<file path="src/rtl/usbtx_pkg.sv">
package usbtx_pkg;

    typedef enum logic [2:0] {
        ST_IDLE,
        ST_LEAD,
        ST_BITS,
        ST_SE0,
        ST_TAIL
    } tx_state_e;

    typedef struct packed {
        logic oe;
        logic dp;
        logic dm;
    } line_drv_t;

    localparam logic [7:0] SYNC_BYTE = 8'h80;
    localparam int unsigned STUFF_RUN = 6;

    // Pin drive for a given phase; lvl = 1 means J
    function automatic line_drv_t drive_for(tx_state_e st, logic lvl);
        line_drv_t d;
        d.oe = 1'b1;
        d.dp = 1'b0;
        d.dm = 1'b0;
        case (st)
            ST_IDLE: d.oe = 1'b0;
            ST_LEAD, ST_TAIL: d.dm = 1'b1;
            ST_BITS: begin
                d.dp = ~lvl;
                d.dm = lvl;
            end
            default: ;
        endcase
        return d;
    endfunction

endpackage

</file>
<file path="src/rtl/tx_slot_timer.sv">
module tx_slot_timer #(
    parameter int TW = 5
) (
    input  logic          clk,
    input  logic          rst,
    input  logic          clear,
    input  logic [TW-1:0] limit,
    output logic          tick
);
    logic [TW-1:0] tmr_q;

    assign tick = (tmr_q == limit - TW'(1));

    always_ff @(posedge clk) begin
        if (rst || clear || tick) tmr_q <= '0;
        else                      tmr_q <= tmr_q + TW'(1);
    end


    timer_range_chk: assert property (@(posedge clk) disable iff (rst)
        tmr_q < limit);

endmodule

</file>
<file path="src/rtl/tx_byte_feeder.sv">
module tx_byte_feeder
    import usbtx_pkg::*;
#(
    parameter int MAX_BYTES = 12,
    parameter int CW = 4,
    parameter int AW = 4
) (
    input  logic          clk,
    input  logic          rst,
    input  logic          load,
    input  logic [CW-1:0] cnt_in,
    input  logic          advance,
    input  logic [7:0]    rd_data,
    output logic [AW-1:0] rd_addr,
    output logic          cur_bit,
    output logic          empty
);
    logic [7:0]    sh_q;
    logic [2:0]    bi_q;
    logic [CW-1:0] bx_q;
    logic [CW-1:0] cnt_q;
    logic          empty_q;

    assign cur_bit = sh_q[0];
    assign empty   = empty_q;
    assign rd_addr = AW'(bx_q);

    always_ff @(posedge clk) begin
        if (rst) begin
            sh_q    <= '0;
            bi_q    <= '0;
            bx_q    <= '0;
            cnt_q   <= '0;
            empty_q <= 1'b1;
        end else if (load) begin
            sh_q    <= SYNC_BYTE;
            bi_q    <= '0;
            bx_q    <= '0;
            cnt_q   <= cnt_in;
            empty_q <= 1'b0;
        end else if (advance && !empty_q) begin
            if (bi_q == 3'd7) begin
                if ((bx_q + CW'(1)) < cnt_q) begin
                    sh_q <= rd_data;
                    bx_q <= bx_q + CW'(1);
                    bi_q <= '0;
                end else begin
                    empty_q <= 1'b1;
                end
            end else begin
                sh_q <= {1'b0, sh_q[7:1]};
                bi_q <= bi_q + 3'd1;
            end
        end
    end


    byte_index_chk: assert property (@(posedge clk) disable iff (rst)
        int'(bx_q) < MAX_BYTES);

endmodule

</file>
<file path="src/rtl/tx_line_coder.sv">
module tx_line_coder
    import usbtx_pkg::*;
(
    input  logic clk,
    input  logic rst,
    input  logic init,
    input  logic slot,
    input  logic data_bit,
    output logic lvl,
    output logic stuff_due
);
    logic       lvl_q;
    logic [2:0] ones_q;

    assign lvl       = lvl_q;
    assign stuff_due = (ones_q == 3'(STUFF_RUN));

    always_ff @(posedge clk) begin
        if (rst || init) begin
            lvl_q  <= 1'b1;
            ones_q <= '0;
        end else if (slot) begin
            if (stuff_due || !data_bit) begin
                lvl_q  <= ~lvl_q;
                ones_q <= '0;
            end else begin
                ones_q <= ones_q + 3'd1;
            end
        end
    end


    run_limit_chk: assert property (@(posedge clk) disable iff (rst)
        ones_q <= 3'(STUFF_RUN));

endmodule

</file>
<file path="src/rtl/ls_pkt_sender.sv">
module ls_pkt_sender
    import usbtx_pkg::*;
#(
    parameter int MAX_BYTES = 12,
    parameter int BIT_CLKS  = 10,
    parameter int EOP_CLKS  = 20,
    parameter int ADDR_W    = 7,
    localparam int CW = $clog2(MAX_BYTES + 1),
    localparam int AW = $clog2(MAX_BYTES)
) (
    input  logic              clk,
    input  logic              rst,
    input  logic              start,
    input  logic [CW-1:0]     byte_count,
    input  logic              handshake,
    output logic [AW-1:0]     rd_addr,
    input  logic [7:0]        rd_data,
    input  logic [ADDR_W-1:0] pend_addr,
    output logic [ADDR_W-1:0] dev_addr,
    output logic              addr_commit,
    output logic              usb_dp,
    output logic              usb_dm,
    output logic              usb_oe,
    output logic              busy
);
    localparam int MAXC = (EOP_CLKS > BIT_CLKS) ? EOP_CLKS : BIT_CLKS;
    localparam int TW   = $clog2(MAXC + 1);

    tx_state_e         st_q, st_d;
    logic              hs_q;
    logic [ADDR_W-1:0] addr_q;
    logic              tick, load, slot, consume;
    logic              cur_bit, empty, lvl, stuff_due;
    logic [TW-1:0]     limit;
    line_drv_t         drv;

    assign load    = (st_q == ST_IDLE) && start;
    assign limit   = (st_q == ST_SE0) ? TW'(EOP_CLKS) : TW'(BIT_CLKS);
    assign slot    = tick && ((st_q == ST_LEAD) ||
                     ((st_q == ST_BITS) && (!empty || stuff_due)));
    assign consume = slot && !stuff_due;

    tx_slot_timer #(.TW(TW)) u_timer (
        .clk   (clk),
        .rst   (rst),
        .clear (st_q == ST_IDLE),
        .limit (limit),
        .tick  (tick)
    );

    tx_byte_feeder #(.MAX_BYTES(MAX_BYTES), .CW(CW), .AW(AW)) u_feed (
        .clk     (clk),
        .rst     (rst),
        .load    (load),
        .cnt_in  (byte_count),
        .advance (consume),
        .rd_data (rd_data),
        .rd_addr (rd_addr),
        .cur_bit (cur_bit),
        .empty   (empty)
    );

    tx_line_coder u_coder (
        .clk       (clk),
        .rst       (rst),
        .init      (load),
        .slot      (slot),
        .data_bit  (cur_bit),
        .lvl       (lvl),
        .stuff_due (stuff_due)
    );

    always_comb begin
        st_d = st_q;
        case (st_q)
            ST_IDLE: if (start) st_d = ST_LEAD;
            ST_LEAD: if (tick) st_d = ST_BITS;
            ST_BITS: if (tick && empty && !stuff_due) st_d = ST_SE0;
            ST_SE0:  if (tick) st_d = ST_TAIL;
            ST_TAIL: st_d = ST_IDLE;
            default: st_d = ST_IDLE;
        endcase
    end

    always_ff @(posedge clk) begin
        if (rst) begin
            st_q   <= ST_IDLE;
            hs_q   <= 1'b0;
            addr_q <= '0;
        end else begin
            st_q <= st_d;
            if (load) hs_q <= handshake;
            if (addr_commit) addr_q <= pend_addr;
        end
    end

    assign addr_commit = (st_q == ST_TAIL) && !hs_q;
    assign dev_addr    = addr_q;
    assign busy        = (st_q != ST_IDLE);
    assign drv         = drive_for(st_q, lvl);
    assign usb_oe      = drv.oe;
    assign usb_dp      = drv.dp;
    assign usb_dm      = drv.dm;


    take_bus_j_chk: assert property (@(posedge clk) disable iff (rst)
        $rose(usb_oe) |-> (!usb_dp && usb_dm));


    release_after_j_chk: assert property (@(posedge clk) disable iff (rst)
        $fell(usb_oe) |-> (!$past(usb_dp) && $past(usb_dm)));


    addr_take_chk: assert property (@(posedge clk) disable iff (rst)
        addr_commit |=> (dev_addr == $past(pend_addr)));


    busy_cause_chk: assert property (@(posedge clk) disable iff (rst)
        $rose(busy) |-> $past(start));

endmodule

</file>
<file path="config.mk">
export PLATFORM = sky130hd
export DESIGN_NAME = ls_pkt_sender
export DESIGN_NICKNAME = d
export VERILOG_FILES = /design/src/rtl/usbtx_pkg.sv /design/src/rtl/tx_slot_timer.sv /design/src/rtl/tx_byte_feeder.sv /design/src/rtl/tx_line_coder.sv /design/src/rtl/ls_pkt_sender.sv
export SDC_FILE = /design/constraint.sdc
export NUM_CORES = 1
export LEC_CHECK = 0
export ABC_AREA = 1
export BUFFER_PORTS_ARGS = -buffer_cell sky130_fd_sc_hd__buf_2
export CAP_MARGIN = 15
export CORE_UTILIZATION = 55
export DETAILED_ROUTE_END_ITERATION = 7
export PLACE_DENSITY = 0.85
export SYNTH_ARGS = -nofsm -noshare
export SYNTH_HDL_FRONTEND = slang
export SYNTH_SLANG_ARGS = --single-unit
</file>
<file path="constraint.sdc">
create_clock -name clk -period 3.6 [get_ports clk]
set_clock_uncertainty 0.15 [all_clocks]
set_input_delay 0.54 -clock clk [delete_from_list [all_inputs] [get_ports clk]]
set_output_delay 0.54 -clock clk [all_outputs]
set_load 0.005 [all_outputs]
</file>
======== Word-level counts from Yosys, hierarchy flattened ========
Index checks and enable logic that the tools add are counted.
storage, ports and cells
  bits in registers ....................... 40
  bits of input ports ..................... 23
operators by class
  add/sub/neg operators ................... 5
  magnitude comparators ................... 1
  eq/ne operators ......................... 14
  muxes and demuxes ....................... 20
  bitwise operators ....................... 1
  reductions and logical operators ........ 30
operators with widths
  operator                                                                number
  8-bit two-way mux                                                       4
  3-bit two-way mux                                                       7
  3-bit one-hot mux with 4 select lines                                   1
  3-bit equality test (second input constant)                             3
  1-bit logical AND                                                       8
  2-bit != test (second input constant)                                   4
  3-bit by 1-bit adder with 3-bit output (second input constant)          2
  3-bit by 2-bit equality test with 1-bit output (second input constant)  2
  1-bit logical OR                                                        6
  1-bit two-way mux                                                       6
  2-bit AND reduction                                                     3
  3-bit AND reduction                                                     2
  5-bit by 1-bit adder with 5-bit output (second input constant)          1
  5-bit equality test                                                     1
  5-bit two-way mux                                                       1
  5-bit by 1-bit subtractor with 5-bit output (second input constant)     1
  4-bit by 1-bit adder with 4-bit output (second input constant)          1
  1-bit zero test                                                         4
  4-bit < comparator                                                      1
  2-bit by 1-bit != test with 1-bit output (second input constant)        2
  4-bit AND reduction                                                     1
  2-bit nonzero test                                                      2
  2-bit OR reduction                                                      2
  3-bit by 1-bit equality test with 1-bit output (second input constant)  1
  other kinds (5)                                                         5

======== Longest topological paths before layout ========
Gate-level depths: netlist of run 1.
  depth after elaboration ................. 9
  depth in mapped cells ................... 13

======== By module ========
A second synthesis of run 1 with hierarchy kept.
second synthesis, totals
  cell total of the unflattened synthesis .. 315
  area total of the unflattened synthesis .. 2,296.0 um2
by module, submodules not included
  module          instances  cells an instance  area an instance (um2)  sequential area each (um2)
  tx_byte_feeder  1          135                1,124.8                 400.4
  ls_pkt_sender   1          88                 570.5                   220.2
  tx_slot_timer   1          67                 407.9                   100.1
  tx_line_coder   1          25                 192.7                   80.1

======== Worst setup path before layout of run 1 ========
No wires, ideal clock.
  kind .................................... flip-flop to flip-flop
  start ................................... register u_feed.bx_q[0], in the netlist u_feed.rd_addr[0]
  end ..................................... register u_feed.bi_q[1]
  setup time .............................. 0.113 ns
  arrival ................................. 1.726 ns
  setup slack ............................. 1.611 ns
  stages on the path, launching flop included .. 13
  buffers on the path ..................... 1
  period minus slack after synthesis ...... 1.989 ns
  cell sequence ........................... dfxtp_1 ha_1 xor2_1 ha_1 nand2_1 inv_1 nand2_1 nand2_1 nand2_1 nand4_4 buf_6 o21ai_1 nor2_1
between the ends
  word-level cells in the longest chain between the ends .. 4
RTL lines
  element                                 line                  RTL
  start, declared                         tx_byte_feeder.sv:20  logic [CW-1:0] bx_q;
  start signal, assigned                  tx_byte_feeder.sv:45  bx_q <= bx_q + CW'(1);
  4-bit by 1-bit adder with 4-bit output  tx_byte_feeder.sv:43  if ((bx_q + CW'(1)) < cnt_q) begin
  4-bit < comparator                      tx_byte_feeder.sv:43
  2-bit != test (no source line)          n/a
  2-bit AND reduction (no source line)    n/a
  end signal, assigned                    tx_byte_feeder.sv:52  bi_q <= bi_q + 3'd1;
  end, declared                           tx_byte_feeder.sv:19  logic [2:0] bi_q;
Every way passes these cells.
A chain may end at the register's enable or synchronous reset.

======== Final worst setup path of run 1 ========
  start ................................... register st_q[0]
  end ..................................... output port addr_commit
between the ends
  word-level cells in the longest chain between the ends .. 2
RTL lines
  element                 line                 RTL
  start, declared         ls_pkt_sender.sv:29  tx_state_e st_q, st_d;
  start signal, assigned  ls_pkt_sender.sv:91  st_q <= st_d;
  3-bit equality test     ls_pkt_sender.sv:97  assign addr_commit = (st_q == ST_TAIL) && !hs_q;
  1-bit logical AND       ls_pkt_sender.sv:97
  end, declared           ls_pkt_sender.sv:20  output logic addr_commit,
Every way passes these cells.

==> metrics.md, run 1 <==
| Metric | Value |
|---|---|
| Top cell type's share of synthesized area | `a little over two fifths` |
| Total GRT Usage | `22.7%` |
| DPL Wire Length | `2550 µm` |
| Reg2Reg Depth | `11` |
| Hold path endpoint | `st_q[2]` |
| TNS Setup | `0 ns` |
| Setup CP Type | `reg -> out` |
| Worst path arrival time | `1.64 ns` |
| Maximum fanout along the worst path | `9` |
| H-tree Lvls | `2` |
| Total number of vias | `roughly 1700` |
| I/O Pins | `39` |
| Clock tree from TritonCTS | `built` |
| Drt drc | `0` |
| Die H | `60.3 µm` |
| Final core utilization | `about 70%` |
| Worst Hold Depth | `2` |
| Clk sinks | `40` |
| Gr ovfl total | `0` |
| N_diodes | `0` |
| Post_cts resized | `0` |
| Post-synth cell types | `22` |
| Total die area | `~0.0036 mm²` |
| Die Wd | `between 60 and 70 µm` |
| Final hold vios | `0` |
| Ys Warns | `0` |
| HP Start | `rst` |
| Flops & latches, synth | `40` |
| Row count | `20` |
| RSZ-0062 raised after global routing | `no` |
| First-pass GRT wire length | `between 6000 and 7000 µm` |
| RR Startpoint | `u_feed.rd_addr[0]` |
| Worst Tran Pin Value | `roughly 0.5 ns` |
| Vias/cell | `4.93` |
| Clk root buf | `clkbuf_4` |
| Ranking of synthesized cells by area | `dfxtp_1, nand2_1, nor2_1` |
| Post-synthesis sequential area ratio | `~43%` |
| DRT Wirelength | `around 3500 µm` |
| Initial antenna violation count | `0` |
| Period Utilization, post-route | `64.6%` |
| Crit start category | `register` |
| Max frequency | `~0.43 GHz` |
| Clock-pin slew on the worst setup and hold paths | `approximately 0.12 ns` |
| Layout cells sized above 1 | `between 10% and 20%` |
| Outcome | `completed` |
| Fin nets | `roughly 330` |
| Crit path capture type | `output pin` |
| PwrDens | `roughly 520 mW/mm²` |
| Post-CTS setup buffer count | `0` |
| Lkg Pwr | `0.991 nW` |
| DRT antenna net count | `0` |
| Clk buf depth | `2` |
| Detailed Route Iter0 Violations | `84` |
| Area of the core | `around 0.0031 mm²` |
| Max IR drop VDD | `428 µV` |
| Initial Utilization | `between 50% and 60%` |
| Worst Path Required | `between 2 and 3 ns` |
| Syn nets | `roughly 290` |
| Syn Inst Count | `around 260` |
| R2r setup slk | `between 1 and 1.5 ns` |
| Max Cap Violations | `0` |
| Port bufs | `38` |
| Total CTS buffers | `5` |
| Slew headroom | `67.1%` |
| Final Non-Filler Cells | `between 300 and 400` |
| Hold_buf cts | `0` |
| Synthesized area | `~0.0019 mm²` |
| Min Hold Slack | `~0.24 ns` |
| Crit path time final | `2.33 ns` |
| Avg WL per Cell | `around 10 µm` |
| Synth area leader | `dfxtp_1` |
| Reg2reg end | `u_feed.sh_q[5]` |
| Clk_lat worst skew | `about 0.35 ns` |
| Synth Area per Inst | `around 7.3 µm²` |
| FILL cells | `about 280` |
| Drt first pass iters | `4` |
| Final setup viols | `0` |
| Worst hold path class | `in -> reg` |
| Vias in the first global route | `around 1500` |
| Largest net degree at the start of global routing | `20` |
| Area grow syn2layout | `16.4%` |
| RePlAce Congestion | `roughly 0.89` |
| Placed insts | `332` |
| Final Max Slew Viols | `0` |
[cell type report]
class,instances,area (µm²),area share (%)
Clock buffer,7,65.1,2.99
Clock inverter,1,30.0,1.38
Inverter,32,120,5.52
Multi-Input combinational cell,178,916,42.1
Sequential cell,40,801,36.8
Tap cell,44,55.1,2.53
Timing Repair Buffer,38,190,8.74
[worst max-delay path, cell delays in order (launching register included)]
cell and delay (ns):
dfxtp_1 0.38, nor2_1 0.19, nand2_1 0.11, nor2_1 0.40, buf_2 0.21
[worst max path at each step]
stage                     depth (start not counted)  slack, ns           endpoint              start
after floorplan                                  12       1.61     u_feed.bi_q[1]  u_feed.rd_addr[0]
after global placement                            6       1.50  u_coder.ones_q[1]                rst
after CTS                                         4       1.28        addr_commit            st_q[0]
final                                             4       1.27        addr_commit            st_q[0]
after detailed placement                         11       1.39     u_feed.sh_q[5]  u_feed.rd_addr[0]
after global routing                              4       1.14        addr_commit            st_q[1]
[kinds of logic after synthesis]
family / Yosys count / share of synthesized area [%]
and+or+nand+nor: 109 / 25.3
buffers and inverters: 38 / 8.23
xor gates and xnor gates: 6 / 2.81
AOI/OAI and AO/OA: 54 / 14.8
adders and majority gates: 9 / 6.02
DFF: 40 / 42.8
[cells in the mapped netlist]
| cell type | number |
|---|---|
| nand2_1 | 45 |
| nor2_1 | 41 |
| dfxtp_1 | 40 |
| inv_1 | 32 |
| o21ai_0 | 28 |
| a21oi_1 | 21 |
| nand3_1 | 15 |
| ha_1 | 9 |
| xor2_1 | 4 |
| a211oi_1 | 3 |
| clkbuf_1 | 3 |
| nor2_4 | 2 |
| nor3_1 | 2 |
| o21ai_1 | 2 |
| xnor2_1 | 2 |
| buf_1 | 1 |
| buf_4 | 1 |
| buf_6 | 1 |
| nand3b_1 | 1 |
| nand4_4 | 1 |
| nor2_2 | 1 |
| nor3b_1 | 1 |
[layer usage]
metal	up-vias	part of all wire, %	track usage [%]
li1	901	-	-
met1	736	47	27.3
met2	33	47	37.0
met3	5	4.1	7.36
met4	0	1.0	9.97
met5	-	0	0
[flip-flops by register name, summed over array words and instances (netlist names)]
name            flops
u_coder.ones_q      3
u_feed.sh_q         8
st_q                3
u_feed.empty        1
dev_addr            7
u_feed.bi_q         3
hs_q                1
u_feed.rd_addr      4
u_feed.cnt_q        4
u_coder.lvl         1
u_timer.tmr_q       5
[report_power, final]
group          switching, mW  internal [mW]  total [mW]
clock network          0.148          0.184       0.332
logic                  0.178          0.103       0.281
registers             0.0354          0.486       0.522
total                  0.361          0.773        1.13
[stage by stage]
step           worst slack [ns]  total power [mW]  cell area, µm²
5_1_grt                    1.14              1.21            2180
3_3_place_gp               1.50             0.805            2080
4_1_cts                    1.28              1.14            2180
3_5_place_dp               1.39             0.811            2080
2_1_floorplan              1.61             0.741            1870
6_report                   1.27              1.13            2180
[cell usage in the layout, fill, tap and decap left out, drive strengths merged, types with 2 or more instances in the layout]
master	n
inv	32
nand2	45
buf	38
nor2	44
xnor2	2
a21oi	21
ha	9
clkbuf	7
xor2	4
a211oi	3
o21ai	30
dfxtp	40
nand3	15
nor3	2
(Power assumes the default switching activity.)
==> run 2: changes to the inputs <==
--- a/config.mk
+++ b/config.mk
@@ -8,9 +8,9 @@
 export ABC_AREA = 1
 export BUFFER_PORTS_ARGS = -buffer_cell sky130_fd_sc_hd__buf_2
 export CAP_MARGIN = 15
-export CORE_UTILIZATION = 55
+export CORE_UTILIZATION = 48
 export DETAILED_ROUTE_END_ITERATION = 7
-export PLACE_DENSITY = 0.85
+export PLACE_DENSITY = 0.79
 export SYNTH_ARGS = -nofsm -noshare
 export SYNTH_HDL_FRONTEND = slang
 export SYNTH_SLANG_ARGS = --single-unit
==> constraint.sdc (replaced) <==
create_clock -name clk -period 1.9 [get_ports clk]
set_clock_uncertainty 0.15 [all_clocks]
set_input_delay 0.285 -clock clk [delete_from_list [all_inputs] [get_ports clk]]
set_output_delay 0.285 -clock clk [all_outputs]
set_load 0.005 [all_outputs]
==> metrics.md, run 2 (synthesis gave the netlist of run 1 again) <==
| Metric | Value |
|---|---|
| Outcome | `complete, but fails checks (was completed)` |
| Failing checks | `negative setup slack` |
| Vias/cell | `5.14 (was 4.93)` |
| RR Startpoint | `u_feed.rd_addr[1] (was u_feed.rd_addr[0])` |
| Top delay family on crit path | `simple AND/OR/NAND/NOR gates (unchanged)` |
| Placed insts | `348 (was 332)` |
| Row count | `22 (was 20)` |
| Max FFs per register | `8 (unchanged)` |
| Clk_lat worst skew | `0.29 ns (was 0.35 ns)` |
| Worst hold path class | `in -> reg (unchanged)` |
| Final hold vios | `0 (unchanged)` |
| Drt drc | `0 (unchanged)` |
| DPL Wire Length | `2850 µm (was 2550 µm)` |
| Levels on crit path | `11 (was 4)` |
| Lkg Pwr | `1.12 nW (was 0.991 nW)` |
| Largest net degree at the start of global routing | `16 (was 20)` |
| TNS Setup | `-0.609 ns (was 0 ns)` |
| Total die area | `0.00415 mm² (was 0.00364 mm²)` |
| Most frequent cells in the layout | `nand2_1, nor2_1, buf_2 (was nand2_1, nor2_1, dfxtp_1)` |
| Crit path time final | `between 2 and 2.5 ns` |
| Reg2Reg Depth | `11 (unchanged)` |
| RSZ-0062 raised after global routing | `yes (was no)` |
| Final Max Slew Viols | `0 (unchanged)` |
| Initial Utilization | `50.7% (was 59.8%)` |
| Worst path arrival time | `2.04 ns (was 1.64 ns)` |
| Port bufs | `38 (unchanged)` |
| Crit path cell chain | `ha_4 -> xor2_2 -> ha_1 -> nand2_1 -> inv_1 -> nand2_1 -> nand2_2 -> nand2_4 -> nand4_2 -> o21ai_1 -> a21oi_2 (was nor2_1 -> nand2_1 -> nor2_1 -> buf_2)` |
| Clk sinks | `40 (unchanged)` |
| Clk buf depth | `2 (unchanged)` |
| Design area | `0.00245 mm² (was 0.00218 mm²)` |
| Crit path top cell by count | `nand2_1 (was nor2_1)` |
| Clock-pin slew on the worst setup and hold paths | `0.08 ns (was 0.12 ns)` |
| Reg2reg end | `u_feed.sh_q[4] (was u_feed.sh_q[5])` |
| Worst Path Required | `1.93 ns (was 2.91 ns)` |
| Post-DP Area | `0.00220 mm² (was 0.00208 mm²)` |
| Gr ovfl total | `0 (unchanged)` |
| Max frequency | `about 0.5 GHz` |
| Met2 WL | `2210 µm (was 1660 µm)` |
| First-pass GRT wire length | `7030 µm (was 6160 µm)` |
| Fin nets | `345 (was 327)` |
| Worst Tran Pin Value | `0.347 ns (was 0.492 ns)` |
| Detailed Route Iter0 Violations | `79 (was 84)` |
| Max incr delay on CP | `0.36 ns (was 0.40 ns)` |
| DRT Wirelength | `4330 µm (was 3510 µm)` |
| Max IR drop VDD | `627 µV (was 428 µV)` |
| Clk root buf | `clkbuf_8 (was clkbuf_4)` |
| Register name with the most flops | `u_feed.sh_q (unchanged)` |
| Worst slack, placed | `-0.152 ns (was 1.39 ns)` |
| Final setup viols | `12 (was 0)` |
| Area grow syn2layout | `30.9% (was 16.4%)` |
| Avg WL per Cell | `12.0 µm (was 10.3 µm)` |
| Slew headroom | `76.8% (was 67.1%)` |
| Crit path capture type | `register (was output pin)` |
| Critical Path Start | `u_feed.rd_addr[1] (was st_q[0])` |
| Met1 WL | `1820 µm (was 1660 µm)` |
| DRT antenna net count | `0 (unchanged)` |
| Total GRT Usage | `21.9% (was 22.7%)` |
| Vias in the first global route | `1723 (was 1539)` |
| Commonest non-fill, non-tap cell in the layout | `nand2_1 (unchanged)` |
| Die Wd | `64.4 µm (was 60.3 µm)` |
| Met3 wire len | `193 µm (was 144 µm)` |
| Critical Path Sink | `u_feed.sh_q[4] (was addr_commit)` |
| Slowest CP cell | `dfxtp_4 (was nor2_1)` |
| Crit start category | `register (unchanged)` |
| Die H | `64.4 µm (was 60.3 µm)` |
| RePlAce Congestion | `0.858 (was 0.895)` |
| FILL cells | `342 (was 282)` |
| Initial antenna violation count | `0 (unchanged)` |
| R2r setup slk | `-0.11 ns (was 1.39 ns)` |
| PwrDens | `943 mW/mm² (was 521 mW/mm²)` |
| Critical path buffer and inverter count | `1 (unchanged)` |
| Total CTS buffers | `5 (unchanged)` |
| Setup slack after layout | `-0.109 ns (was 1.27 ns)` |
| Setup CP Type | `reg -> reg (was reg -> out)` |
| Clock tree from TritonCTS | `built (unchanged)` |
| H-tree Lvls | `2 (unchanged)` |
| Area of the core | `0.00369 mm² (was 0.00313 mm²)` |
| Max Cap Violations | `0 (unchanged)` |
| Maximum fanout along the worst path | `4 (was 9)` |
| Drt first pass iters | `4 (unchanged)` |
| Max layer used | `met4 (unchanged)` |
| Min Hold Slack | `0.0639 ns (was 0.237 ns)` |
| Period Utilization, post-route | `106%` |
| I/O Pins | `39 (unchanged)` |
| N_diodes | `0 (unchanged)` |
| Layout cells sized above 1 | `26.8% (was 16.9%)` |
| Total number of vias | `1860 (was 1675)` |
| Final Non-Filler Cells | `362 (was 340)` |
-- run 2: per-stage QoR --
stage / util [%] / power [mW]
after floorplan: - / 1.40
after global placement: 59.7 / 1.55
after detailed placement: 59.7 / 1.57
after CTS: 65.0 / 2.29
after global routing: 66.4 / 2.45
final: 66.4 / 2.31
-- run 2: timing repair --
item                       4_1_cts  5_1_grt
setup endpoints to repair       15       20
hold buffers                     0        0
pin swaps                       15        6
resized for setup               12       11
gates cloned                     2        0
setup buffers                    1        3
-- run 2: per-layer routing --
layer  vias to the layer above  track usage (%)
met5                         -                0
met4                         0             10.6
met3                        11             5.28
met2                        51             38.3
met1                       851             24.7
li1                        947                -
-- run 2: worst min path at each step --
stage | start | endpoint | slack, ns | depth (start not counted)
global route | rst | st_q[2] | 0.06 | 2
detailed placement | u_feed.cnt_q[0] | u_feed.cnt_q[0] | 0.29 | 2
CTS | rst | st_q[2] | 0.05 | 2
floorplan | rst | st_q[0] | 0.21 | 1
global placement | hs_q | hs_q | 0.28 | 2
finish | rst | st_q[2] | 0.06 | 2
-- run 2: worst register-to-register path: cells and delay by family, from the launching register on --
kind                       cells  cell delay (ns)
and+or+nand+nor                5             0.50
buffers and inverters          1             0.04
DFF                            1             0.36
xor gates and xnor gates       1             0.14
AOI/OAI and AO/OA              2             0.28
adders and majority gates      2             0.43
-- run 2: area by class of cell --
class,count,area [µm²],area share [%]
multi-input cells,180,1020,41.8
flip-flops and latches,40,810,33.1
repair buffers,54,314,12.8
clock buffers,8,121,4.96
inverters,32,120,4.91
well taps,48,60.1,2.45
-- run 2: where the power goes --
group / internal [mW] / switching [mW] / leakage, nW
Clock: 0.411 / 0.295 / 0.0627
Combinational: 0.226 / 0.388 / 0.734
Sequential: 0.918 / 0.0708 / 0.327
Total: 1.55 / 0.754 / 1.12
